<file path="src/rtl/shreg_pkg.sv">
package shreg_pkg;
  localparam int FLD_W = 4;
  localparam int NUM_FLD = 10;

  localparam logic [FLD_W-1:0] F_CTRL     = 4'd0;
  localparam logic [FLD_W-1:0] F_BASE     = 4'd1;
  localparam logic [FLD_W-1:0] F_WIDTH    = 4'd2;
  localparam logic [FLD_W-1:0] F_HEIGHT   = 4'd3;
  localparam logic [FLD_W-1:0] F_OFFX     = 4'd4;
  localparam logic [FLD_W-1:0] F_OFFY     = 4'd5;
  localparam logic [FLD_W-1:0] F_TOPLEFT  = 4'd6;
  localparam logic [FLD_W-1:0] F_BOTRIGHT = 4'd7;
  localparam logic [FLD_W-1:0] F_KEYCTL   = 4'd8;
  localparam logic [FLD_W-1:0] F_KEYVAL   = 4'd9;

  localparam int GLOBAL_ADDR  = 0;
  localparam int PROTECT_ADDR = 1;
  localparam int FMT_W        = 4;
endpackage

</file>
<file path="src/rtl/shreg_ctrl.sv">
module shreg_ctrl
  import shreg_pkg::*;
#(
  parameter int NUM_WIN = 2,
  parameter int ADDR_W  = 8,
  parameter int DATA_W  = 32
) (
  input  logic               clk,
  input  logic               rst,
  input  logic               wr_en,
  input  logic [ADDR_W-1:0]  wr_addr,
  input  logic [DATA_W-1:0]  wr_data,
  output logic [NUM_WIN-1:0] win_wr,
  output logic [FLD_W-1:0]   wr_fld,
  output logic               upd_req,
  output logic               soft_clr,
  output logic [NUM_WIN-1:0] prot_q
);
  localparam int SEL_W = ADDR_W - FLD_W;

  logic glb_hit;
  logic prot_hit;

  assign glb_hit  = wr_en && (wr_addr == ADDR_W'(GLOBAL_ADDR));
  assign prot_hit = wr_en && (wr_addr == ADDR_W'(PROTECT_ADDR));
  assign upd_req  = glb_hit && wr_data[0];
  assign soft_clr = glb_hit && wr_data[1];
  assign wr_fld   = wr_addr[FLD_W-1:0];

  for (genvar w = 0; w < NUM_WIN; w++) begin : g_sel
    assign win_wr[w] = wr_en && (wr_addr[ADDR_W-1:FLD_W] == SEL_W'(w + 1));
  end

  always_ff @(posedge clk) begin
    if (rst || soft_clr) begin
      prot_q <= '0;
    end else if (prot_hit) begin
      prot_q <= wr_data[NUM_WIN-1:0];
    end
  end
endmodule

</file>
<file path="src/rtl/shreg_win.sv">
module shreg_win
  import shreg_pkg::*;
#(
  parameter bit HAS_KEY = 1'b1,
  parameter int DATA_W  = 32,
  parameter int BASE_W  = 32,
  parameter int COORD_W = 12,
  parameter int KEY_W   = 24
) (
  input  logic               clk,
  input  logic               rst,
  input  logic               clr,
  input  logic               wr_en,
  input  logic [FLD_W-1:0]   wr_fld,
  input  logic [DATA_W-1:0]  wr_data,
  input  logic               vsync,
  input  logic               protect,
  input  logic               upd_req,
  input  logic [FLD_W-1:0]   rd_fld,
  output logic [DATA_W-1:0]  rd_val,
  output logic               pending,
  output logic               s_en,
  output logic [FMT_W-1:0]   s_fmt,
  output logic [BASE_W-1:0]  s_base,
  output logic [COORD_W-1:0] s_w,
  output logic [COORD_W-1:0] s_h,
  output logic [COORD_W-1:0] s_ox,
  output logic [COORD_W-1:0] s_oy,
  output logic [COORD_W-1:0] s_tlx,
  output logic [COORD_W-1:0] s_tly,
  output logic [COORD_W-1:0] s_brx,
  output logic [COORD_W-1:0] s_bry,
  output logic               s_ken,
  output logic [KEY_W-1:0]   s_kval
);
  localparam int HALF = DATA_W / 2;

  logic               a_en;
  logic [FMT_W-1:0]   a_fmt;
  logic [BASE_W-1:0]  a_base;
  logic [COORD_W-1:0] a_w, a_h, a_ox, a_oy, a_tlx, a_tly, a_brx, a_bry;
  logic               a_ken;
  logic [KEY_W-1:0]   a_kval;
  logic               commit;

  // shadow copy moves only on vsync, only when armed and not held
  assign commit = vsync && pending && !protect;

  always_ff @(posedge clk) begin
    if (rst || clr) begin
      a_en <= 1'b0; a_fmt <= '0; a_base <= '0;
      a_w <= '0; a_h <= '0; a_ox <= '0; a_oy <= '0;
      a_tlx <= '0; a_tly <= '0; a_brx <= '0; a_bry <= '0;
      s_en <= 1'b0; s_fmt <= '0; s_base <= '0;
      s_w <= '0; s_h <= '0; s_ox <= '0; s_oy <= '0;
      s_tlx <= '0; s_tly <= '0; s_brx <= '0; s_bry <= '0;
      pending <= 1'b0;
    end else begin
      if (wr_en) begin
        case (wr_fld)
          F_CTRL: begin
            a_en  <= wr_data[0];
            a_fmt <= wr_data[FMT_W:1];
          end
          F_BASE:   a_base <= wr_data[BASE_W-1:0];
          F_WIDTH:  a_w    <= wr_data[COORD_W-1:0];
          F_HEIGHT: a_h    <= wr_data[COORD_W-1:0];
          F_OFFX:   a_ox   <= wr_data[COORD_W-1:0];
          F_OFFY:   a_oy   <= wr_data[COORD_W-1:0];
          F_TOPLEFT: begin
            a_tlx <= wr_data[COORD_W-1:0];
            a_tly <= wr_data[HALF +: COORD_W];
          end
          F_BOTRIGHT: begin
            a_brx <= wr_data[COORD_W-1:0];
            a_bry <= wr_data[HALF +: COORD_W];
          end
          default: ;
        endcase
      end
      if (commit) begin
        s_en <= a_en; s_fmt <= a_fmt; s_base <= a_base;
        s_w <= a_w; s_h <= a_h; s_ox <= a_ox; s_oy <= a_oy;
        s_tlx <= a_tlx; s_tly <= a_tly; s_brx <= a_brx; s_bry <= a_bry;
      end
      // a fresh request wins over the clear of the one being committed
      if (upd_req) begin
        pending <= 1'b1;
      end else if (commit) begin
        pending <= 1'b0;
      end
    end
  end

  if (HAS_KEY) begin : g_key
    always_ff @(posedge clk) begin
      if (rst || clr) begin
        a_ken <= 1'b0; a_kval <= '0;
        s_ken <= 1'b0; s_kval <= '0;
      end else begin
        if (wr_en && wr_fld == F_KEYCTL) a_ken  <= wr_data[0];
        if (wr_en && wr_fld == F_KEYVAL) a_kval <= wr_data[KEY_W-1:0];
        if (commit) begin
          s_ken  <= a_ken;
          s_kval <= a_kval;
        end
      end
    end
  end else begin : g_nokey
    assign a_ken  = 1'b0;
    assign a_kval = '0;
    assign s_ken  = 1'b0;
    assign s_kval = '0;
  end

  always_comb begin
    rd_val = '0;
    case (rd_fld)
      F_CTRL: begin
        rd_val[0]       = a_en;
        rd_val[FMT_W:1] = a_fmt;
      end
      F_BASE:   rd_val[BASE_W-1:0]  = a_base;
      F_WIDTH:  rd_val[COORD_W-1:0] = a_w;
      F_HEIGHT: rd_val[COORD_W-1:0] = a_h;
      F_OFFX:   rd_val[COORD_W-1:0] = a_ox;
      F_OFFY:   rd_val[COORD_W-1:0] = a_oy;
      F_TOPLEFT: begin
        rd_val[COORD_W-1:0]     = a_tlx;
        rd_val[HALF +: COORD_W] = a_tly;
      end
      F_BOTRIGHT: begin
        rd_val[COORD_W-1:0]     = a_brx;
        rd_val[HALF +: COORD_W] = a_bry;
      end
      F_KEYCTL: rd_val[0]         = a_ken;
      F_KEYVAL: rd_val[KEY_W-1:0] = a_kval;
      default: ;
    endcase
  end
endmodule

</file>
<file path="src/rtl/shreg_bank.sv">
module shreg_bank
  import shreg_pkg::*;
#(
  parameter int NUM_WIN = 2,
  parameter int ADDR_W  = 8,
  parameter int DATA_W  = 32,
  parameter int BASE_W  = 32,
  parameter int COORD_W = 12,
  parameter int KEY_W   = 24
) (
  input  logic                       clk,
  input  logic                       rst,
  input  logic                       wr_en,
  input  logic [ADDR_W-1:0]          wr_addr,
  input  logic [DATA_W-1:0]          wr_data,
  input  logic                       rd_en,
  input  logic [ADDR_W-1:0]          rd_addr,
  output logic [DATA_W-1:0]          rd_data,
  input  logic                       vsync,
  output logic [NUM_WIN-1:0]         sh_enable,
  output logic [NUM_WIN*FMT_W-1:0]   sh_pixfmt,
  output logic [NUM_WIN*BASE_W-1:0]  sh_base,
  output logic [NUM_WIN*COORD_W-1:0] sh_width,
  output logic [NUM_WIN*COORD_W-1:0] sh_height,
  output logic [NUM_WIN*COORD_W-1:0] sh_offx,
  output logic [NUM_WIN*COORD_W-1:0] sh_offy,
  output logic [NUM_WIN*COORD_W-1:0] sh_tlx,
  output logic [NUM_WIN*COORD_W-1:0] sh_tly,
  output logic [NUM_WIN*COORD_W-1:0] sh_brx,
  output logic [NUM_WIN*COORD_W-1:0] sh_bry,
  output logic [NUM_WIN-1:0]         sh_key_en,
  output logic [NUM_WIN*KEY_W-1:0]   sh_key_val
);
  localparam int SEL_W = ADDR_W - FLD_W;

  logic [NUM_WIN-1:0] win_wr;
  logic [FLD_W-1:0]   wr_fld;
  logic               upd_req;
  logic               soft_clr;
  logic [NUM_WIN-1:0] prot_q;
  logic [NUM_WIN-1:0] pend;
  logic [DATA_W-1:0]  win_rd [NUM_WIN];
  logic [DATA_W-1:0]  rd_mux;

  shreg_ctrl #(
    .NUM_WIN(NUM_WIN), .ADDR_W(ADDR_W), .DATA_W(DATA_W)
  ) ctrl_i (
    .clk(clk), .rst(rst), .wr_en(wr_en), .wr_addr(wr_addr), .wr_data(wr_data),
    .win_wr(win_wr), .wr_fld(wr_fld), .upd_req(upd_req), .soft_clr(soft_clr),
    .prot_q(prot_q)
  );

  for (genvar w = 0; w < NUM_WIN; w++) begin : g_win
    shreg_win #(
      .HAS_KEY(w != 0), .DATA_W(DATA_W), .BASE_W(BASE_W),
      .COORD_W(COORD_W), .KEY_W(KEY_W)
    ) win_i (
      .clk(clk), .rst(rst), .clr(soft_clr), .wr_en(win_wr[w]), .wr_fld(wr_fld),
      .wr_data(wr_data), .vsync(vsync), .protect(prot_q[w]), .upd_req(upd_req),
      .rd_fld(rd_addr[FLD_W-1:0]), .rd_val(win_rd[w]), .pending(pend[w]),
      .s_en(sh_enable[w]),
      .s_fmt(sh_pixfmt[w*FMT_W +: FMT_W]),
      .s_base(sh_base[w*BASE_W +: BASE_W]),
      .s_w(sh_width[w*COORD_W +: COORD_W]),
      .s_h(sh_height[w*COORD_W +: COORD_W]),
      .s_ox(sh_offx[w*COORD_W +: COORD_W]),
      .s_oy(sh_offy[w*COORD_W +: COORD_W]),
      .s_tlx(sh_tlx[w*COORD_W +: COORD_W]),
      .s_tly(sh_tly[w*COORD_W +: COORD_W]),
      .s_brx(sh_brx[w*COORD_W +: COORD_W]),
      .s_bry(sh_bry[w*COORD_W +: COORD_W]),
      .s_ken(sh_key_en[w]),
      .s_kval(sh_key_val[w*KEY_W +: KEY_W])
    );
  end

  always_comb begin
    rd_mux = '0;
    if (rd_addr == ADDR_W'(GLOBAL_ADDR)) begin
      rd_mux[0] = |pend;
    end else if (rd_addr == ADDR_W'(PROTECT_ADDR)) begin
      rd_mux[NUM_WIN-1:0] = prot_q;
    end else begin
      for (int w = 0; w < NUM_WIN; w++) begin
        if (rd_addr[ADDR_W-1:FLD_W] == SEL_W'(w + 1)) rd_mux = win_rd[w];
      end
    end
  end

  always_ff @(posedge clk) begin
    if (rst) begin
      rd_data <= '0;
    end else if (rd_en) begin
      rd_data <= rd_mux;
    end
  end
endmodule

</file>
<file path="config.mk">
export PLATFORM = sky130hd
export DESIGN_NAME = shreg_bank
export DESIGN_NICKNAME = d
export VERILOG_FILES = /design/src/rtl/shreg_pkg.sv /design/src/rtl/shreg_ctrl.sv /design/src/rtl/shreg_win.sv /design/src/rtl/shreg_bank.sv
export SDC_FILE = /design/constraint.sdc
export NUM_CORES = 1
export LEC_CHECK = 0
export ABC_AREA = 0
export CORE_MARGIN = 2
export CORE_UTILIZATION = 36
export CTS_CLUSTER_SIZE = 8
export DETAILED_ROUTE_END_ITERATION = 10
export GPL_ROUTABILITY_DRIVEN = 0
export MAX_ROUTING_LAYER = met4
export SLEW_MARGIN = 20
export SYNTH_ARGS = -nofsm -noshare
export SYNTH_HDL_FRONTEND = slang
export SYNTH_SLANG_ARGS = --single-unit
</file>
<file path="constraint.sdc">
create_clock -name clk -period 3.46 [get_ports clk]
set_clock_uncertainty 0.15 [all_clocks]
set_input_delay 0.519 -clock clk [delete_from_list [all_inputs] [get_ports clk]]
set_output_delay 0.519 -clock clk [all_outputs]
set_load 0.01 [all_outputs]
</file>
---- Word-level counts from Yosys, hierarchy flattened ----
Cells that the tools add are included.
word-level totals
  input port bits ......................... 53
  memory bits (writable) .................. 0
  output and inout bits ................... 348
  latch bits .............................. 0
  bits in read-only memories .............. 0
  register bits ........................... 618
  memories ................................ 0
cells by class
  add/sub/neg operators ................... 0
  multiplexer cells ....................... 24
  bitwise logic cells ..................... 0
  magnitude comparators ................... 0
  div/mod/pow operators ................... 0
  shift operators ......................... 0
  reductions and logical operators ........ 38
  equal/unequal tests ..................... 24
  multiply operators ...................... 0
operators by type and width
  cell                number
  $mux 32             2
  $pmux 7 s8          1
  $pmux 7 s7          1
  $pmux 4 s9          1
  $eq 4x3->1 const B  8
  $pmux 4 s8          1
  $pmux 8 s4          1
  $reduce_and 2->1    16
  $mux 31             1
  $mux 30             1
  $eq 4x2->1 const B  6
  $pmux 4 s3          2
  $pmux 8 s3          1
  $eq 4x1->1 const B  4
  $eq 4x4->1 const B  4
  $eq 8x1->1 const B  2
  $logic_not 8->1     2
  $logic_and 1x1->1   12
  $mux 4              3
  $pmux 1 s10         1
  $logic_not 4->1     2
  $pmux 1 s8          1
  $pmux 4 s2          1
  $mux 1              5
  other kinds (5)     7

---- Longest topological paths before layout ----
  depth after elaboration ................. 6
  mapped depth ............................ 9

---- By module ----
From an unflattened synthesis, not the netlist that was laid out.
unflattened totals
  cell total of the unflattened synthesis .. 3,116
  area, all modules ....................... 25,124.1 µm²
by module, submodules not included
  module                      cells each  area each (µm²)  instances
  shreg_win (g_win[1].win_i)  1,609       12,934.9         1
  shreg_win (g_win[0].win_i)  1,329       10,563.9         1
  shreg_bank                  155         1,433.9          1
  shreg_ctrl                  23          191.4            1

---- Worst setup path after synthesis ----
OpenSTA, ideal clock, no wires.
  kind .................................... input to register
  start point ............................. input rd_addr[0]
  end point ............................... register rd_data[5]
  path buffers ............................ 2
  stages .................................. 7
  data required time ...................... 3.193 ns
  library setup time ...................... 0.117 ns
  setup slack ............................. 1.310 ns
  arrival ................................. 1.882 ns
  cells stage by stage .................... buf_2 buf_2 mux2i_1 nor3_1 a2111oi_0 o21ai_0 a32o_1
on the way
  longest elaborated chain between the ends .. 6
  elaborated cells between the ends (all ways) .. 16
ends and longest elaborated chain
  element                             RTL line          RTL
  start: declaration                  shreg_bank.sv:17  input logic [ADDR_W-1:0] rd_addr,
  $eq 4x3->1 (tied with other cells)  shreg_win.sv:118  case (rd_fld)
  $pmux 7 s7                          shreg_win.sv:118
  $mux 32 (2 in a row)                shreg_bank.sv:85  if (rd_addr[ADDR_W-1:FLD_W] == SEL_W'(w + 1)) rd_mux = win_rd[w];
  $mux 30                             shreg_bank.sv:81  end else if (rd_addr == ADDR_W'(PROTECT_ADDR)) begin
  $mux 31 *                           shreg_bank.sv:79  if (rd_addr == ADDR_W'(GLOBAL_ADDR)) begin
  end signal: assignment              shreg_bank.sv:94  rd_data <= rd_mux;
  end: declaration                    shreg_bank.sv:18  output logic [DATA_W-1:0] rd_data,
Every way passes the cells marked *; elsewhere a longest branch is shown, timed or not.
A chain may end at the register's enable or synchronous reset.

---- Final worst setup path ----
  start point ............................. input wr_addr[7]
  end point ............................... register g_win[1].win_i.a_tly[1]
on the way
  longest elaborated chain between the ends .. 4
  elaborated cells between the ends (all ways) .. 7
ends and longest elaborated chain
  element                 RTL line          RTL
  start: declaration      shreg_bank.sv:14  input logic [ADDR_W-1:0] wr_addr,
  $logic_not 8->1         shreg_ctrl.sv:24  assign glb_hit = wr_en && (wr_addr == ADDR_W'(GLOBAL_ADDR));
  $logic_and 1x1->1       shreg_ctrl.sv:24
  $logic_and 1x1->1       shreg_ctrl.sv:27  assign soft_clr = glb_hit && wr_data[1];
  $logic_or 1x1->1        shreg_win.sv:50   if (rst || clr) begin
  end signal: assignment  shreg_win.sv:72   a_tly <= wr_data[HALF +: COORD_W];
  end: declaration        shreg_win.sv:41   logic [COORD_W-1:0] a_w, a_h, a_ox, a_oy, a_tlx, a_tly, a_brx, a_bry;
Parallel ways exist; a longest one is shown, timed or not.

==> results.cfg <==
[min_path]
min_to = g_win[1].win_i.s_tlx[6]$_SDFFE_PP0P_
hold_depth = 2
hp-start = g_win[1].win_i.s_tlx[6]$_SDFFE_PP0P_
hp-class = reg2reg

[layout]
fillers = 6613
multiInputGateArea_um2 = 11030
fin_nets = 3248
syn2layout_area_growth_pct = 28.27
layout.area.seq_um2 = 12370
drive_gt1_frac = 0.07308
instances_no_fill = 4085

[grt]
antenna_found_initial = 9
first_global_vias = 20611
grt_use_total = 0.2690
grt_overflow_total = 0
grt_pass1_wl_um = 137800
grt_max_degree = 114

[logic_synthesis]
synth_flop_cell = dfxtp_1
yosys-top-cells-area = dfxtp_1, nand2_1, mux2i_1, a21oi_1, nor2_1
synth_cell_types = 79
yosysWarnings = 0
synth_commonest_cells = nand2_1, dfxtp_1, a21oi_1, mux2i_1, nor2_1
ys_seq_area_frac = 0.5018
async_flop_share = 0
synth_area_leader_cell = dfxtp_1
synth-seq-cells = 618
avgSynthCellArea_um2 = 8.576
synth_top_area_frac = 0.5018
syn-cell-area_um2 = 24660
syn_inst = 2875
yosysMostFrequentCell = nand2_1
synth_edf_count = 0

[place]
dp_cells = 3979
place.detailed.hpwl_um = 67580
port_buffers = 375

[flow_run]
drv_cap = 0

[worst_setup_path]
setup.worst_path.class = in2reg
cp.arrival_ps = 2810
reg2regPathDepth = 6
crit_chain = clkdlybuf4s50_1 > nor3_4 > nand2_1 > nor2_1 > a21o_4 > buf_12 > nor2_1
cp-end-kind = flop
max_stage_delay_ps = 670
cp_max_fo = 104
cp_slowest_cell = clkdlybuf4s50_1
regToRegSetupSlack_ps = 1560
rr_startpoint = g_win[1].win_i.a_h[6]$_SDFFE_PP0P_
crit_path_frequent_cell = nor2_1
cp-start-kind = input pin
required_ps = 3800
r2r-end = rd_data[6]$_SDFFE_PP0P_

[sta]
setup-violations-final = 0
tns_ps = 0
fmax_mhz = 405.2
period_minus_slack_ps = 2468
period_share = 0.7132
finalHoldViolCount = 0
rsz0062_at_grt = no
slew_headroom = 0.2442
drv_slew = 0
worst_pin_slew_ps = 1130

[floorplan]
dieArea_um2 = 70600
fp.dieW_um = 265.7
row_count = 95
coreArea_um2 = 67510
die_h_um = 265.7
initial_core_util = 0.3652
ioPinCount = 401

[power]
ir_drop_mv = 0.3588
p_leak_uw = 0.01122
p_per_area_nw_per_um2 = 485.2

[route]
drcViolationCount = 0
drt_iter0_drc = 2088
drt-vias-per-instance = 5.352
drt-wirelength-per-cell_um = 23.26
num_vias = 21863
dr.pass1.iters = 5
ant_nets = 0
wirelength_um = 95030

[clocking]
clkTransAtPathRegs_ps = 50
cts_resized = 0
clock_path_buffers = 3
cts_buffers = 87
cts_setup_buffers = 0
tritoncts = built
cts_num_sinks = 618
cts-root-buf = clkbuf_16
clock_latency_ps = 640
cts_max_level = 3
ctsHoldBuffers = 0

[run_status]
outcome = completed
-- area by class of cell --
class                           instances  share of cell area
Clock buffer                           88             0.06927
Inverter                                4           0.0004747
Multi-Input combinational cell       2015              0.3487
Sequential cell                       618              0.3912
Clock inverter                          8            0.003798
Antenna cell                           10           0.0007912
Timing Repair Buffer                  469              0.1512
Tap cell                              873             0.03454
-- routing by layer --
metal	GRT usage	wire, um	vias up
li1	-	-	10271
met1	0.3416	40020	10537
met2	0.4267	44650	902
met3	0.05749	7682	153
met4	0.08776	2675	0
met5	-	0	-
-- flip-flops by register name, indices dropped and copies added (netlist names), 8 cells and up --
register and count:
g_win.win_i.a_kval 24, g_win.win_i.s_h 24, g_win.win_i.s_base 64, g_win.win_i.a_brx 24, g_win.win_i.a_tly 24, g_win.win_i.a_oy 24
g_win.win_i.s_ox 24, g_win.win_i.a_tlx 24, g_win.win_i.s_tly 24, g_win.win_i.s_w 24, g_win.win_i.s_kval 24, g_win.win_i.a_fmt 8
g_win.win_i.s_tlx 24, g_win.win_i.a_bry 24, g_win.win_i.s_oy 24, g_win.win_i.a_h 24, g_win.win_i.s_brx 24, rd_data 32
g_win.win_i.a_ox 24, g_win.win_i.s_fmt 8, g_win.win_i.s_bry 24, g_win.win_i.a_base 64, g_win.win_i.a_w 24
-- critical path, delay by kind of cell --
kind            cells  cell delay [ps]
buf+inv             2             1040
simple gates        4              740
compound gates      1              350
-- stage by stage --
step	util	setup WS [ps]	area, um^2	power (uW)	hold slack (ps)
floorplan	-	1310	24750	7612	286.7
global placement	0.4338	482.6	29290	7878	290.1
detailed placement	0.4338	449.9	29290	7876	295.4
CTS	0.4681	1009	31600	15450	288.4
global route	0.4684	881.7	31620	15790	319.9
finish	0.4684	992.2	31630	15340	299.2
-- worst max-delay path by stage --
stage / start / to / slack (ps) / cells past startpoint
detailed placement: rd_addr[1] / rd_data[10]$_SDFFE_PP0P_ / 450 / 7
floorplan: rd_addr[0] / rd_data[5]$_SDFFE_PP0P_ / 1310 / 7
global route: wr_addr[0] / g_win[1].win_i.a_kval[17]$_SDFFE_PP0P_ / 880 / 7
CTS: rd_data[7]$_SDFFE_PP0P_ / rd_data[7] / 1010 / 1
global placement: rd_addr[1] / rd_data[8]$_SDFFE_PP0P_ / 480 / 7
finish: wr_addr[7] / g_win[1].win_i.a_tly[1]$_SDFFE_PP0P_ / 990 / 7
-- where the power goes --
group	internal, uW	switching [uW]	leakage (uW)	total, uW
sequential	7140	5.15	0.00497	7140
combinational	178	431	0.00511	609
clock	4520	3080	0.00113	7590
total	11800	3510	0.0112	15300
-- cells by family after synthesis --
kind of cell,count (synthesis),synth area share
flip-flops,618,0.5018
AO/OA/AOI/OAI,564,0.1327
multiplexers,290,0.1207
AND/OR/NAND/NOR,1136,0.1881
other,1,0.0001521
buffers and inverters,266,0.05653
-- cells in the final DEF (no fill, tap or decap), types with 9 or more instances in the layout --
| cell | count |
|---|---|
| nand2_1 | 754 |
| dfxtp_1 | 618 |
| a21oi_1 | 387 |
| clkdlybuf4s50_1 | 372 |
| mux2i_1 | 276 |
| nor2_1 | 269 |
| clkbuf_16 | 87 |
| buf_4 | 67 |
| a22oi_1 | 45 |
| o21ai_0 | 29 |
| buf_12 | 27 |
| conb_1 | 25 |
| nor2b_1 | 14 |
| nor3_1 | 13 |
| nand2b_1 | 13 |
| a32oi_1 | 12 |
| nand3_1 | 11 |
| diode_2 | 10 |
| o221ai_1 | 10 |
| o31ai_1 | 10 |
| and3_1 | 9 |
| mux2_2 | 9 |
(Power assumes the default switching activity.)
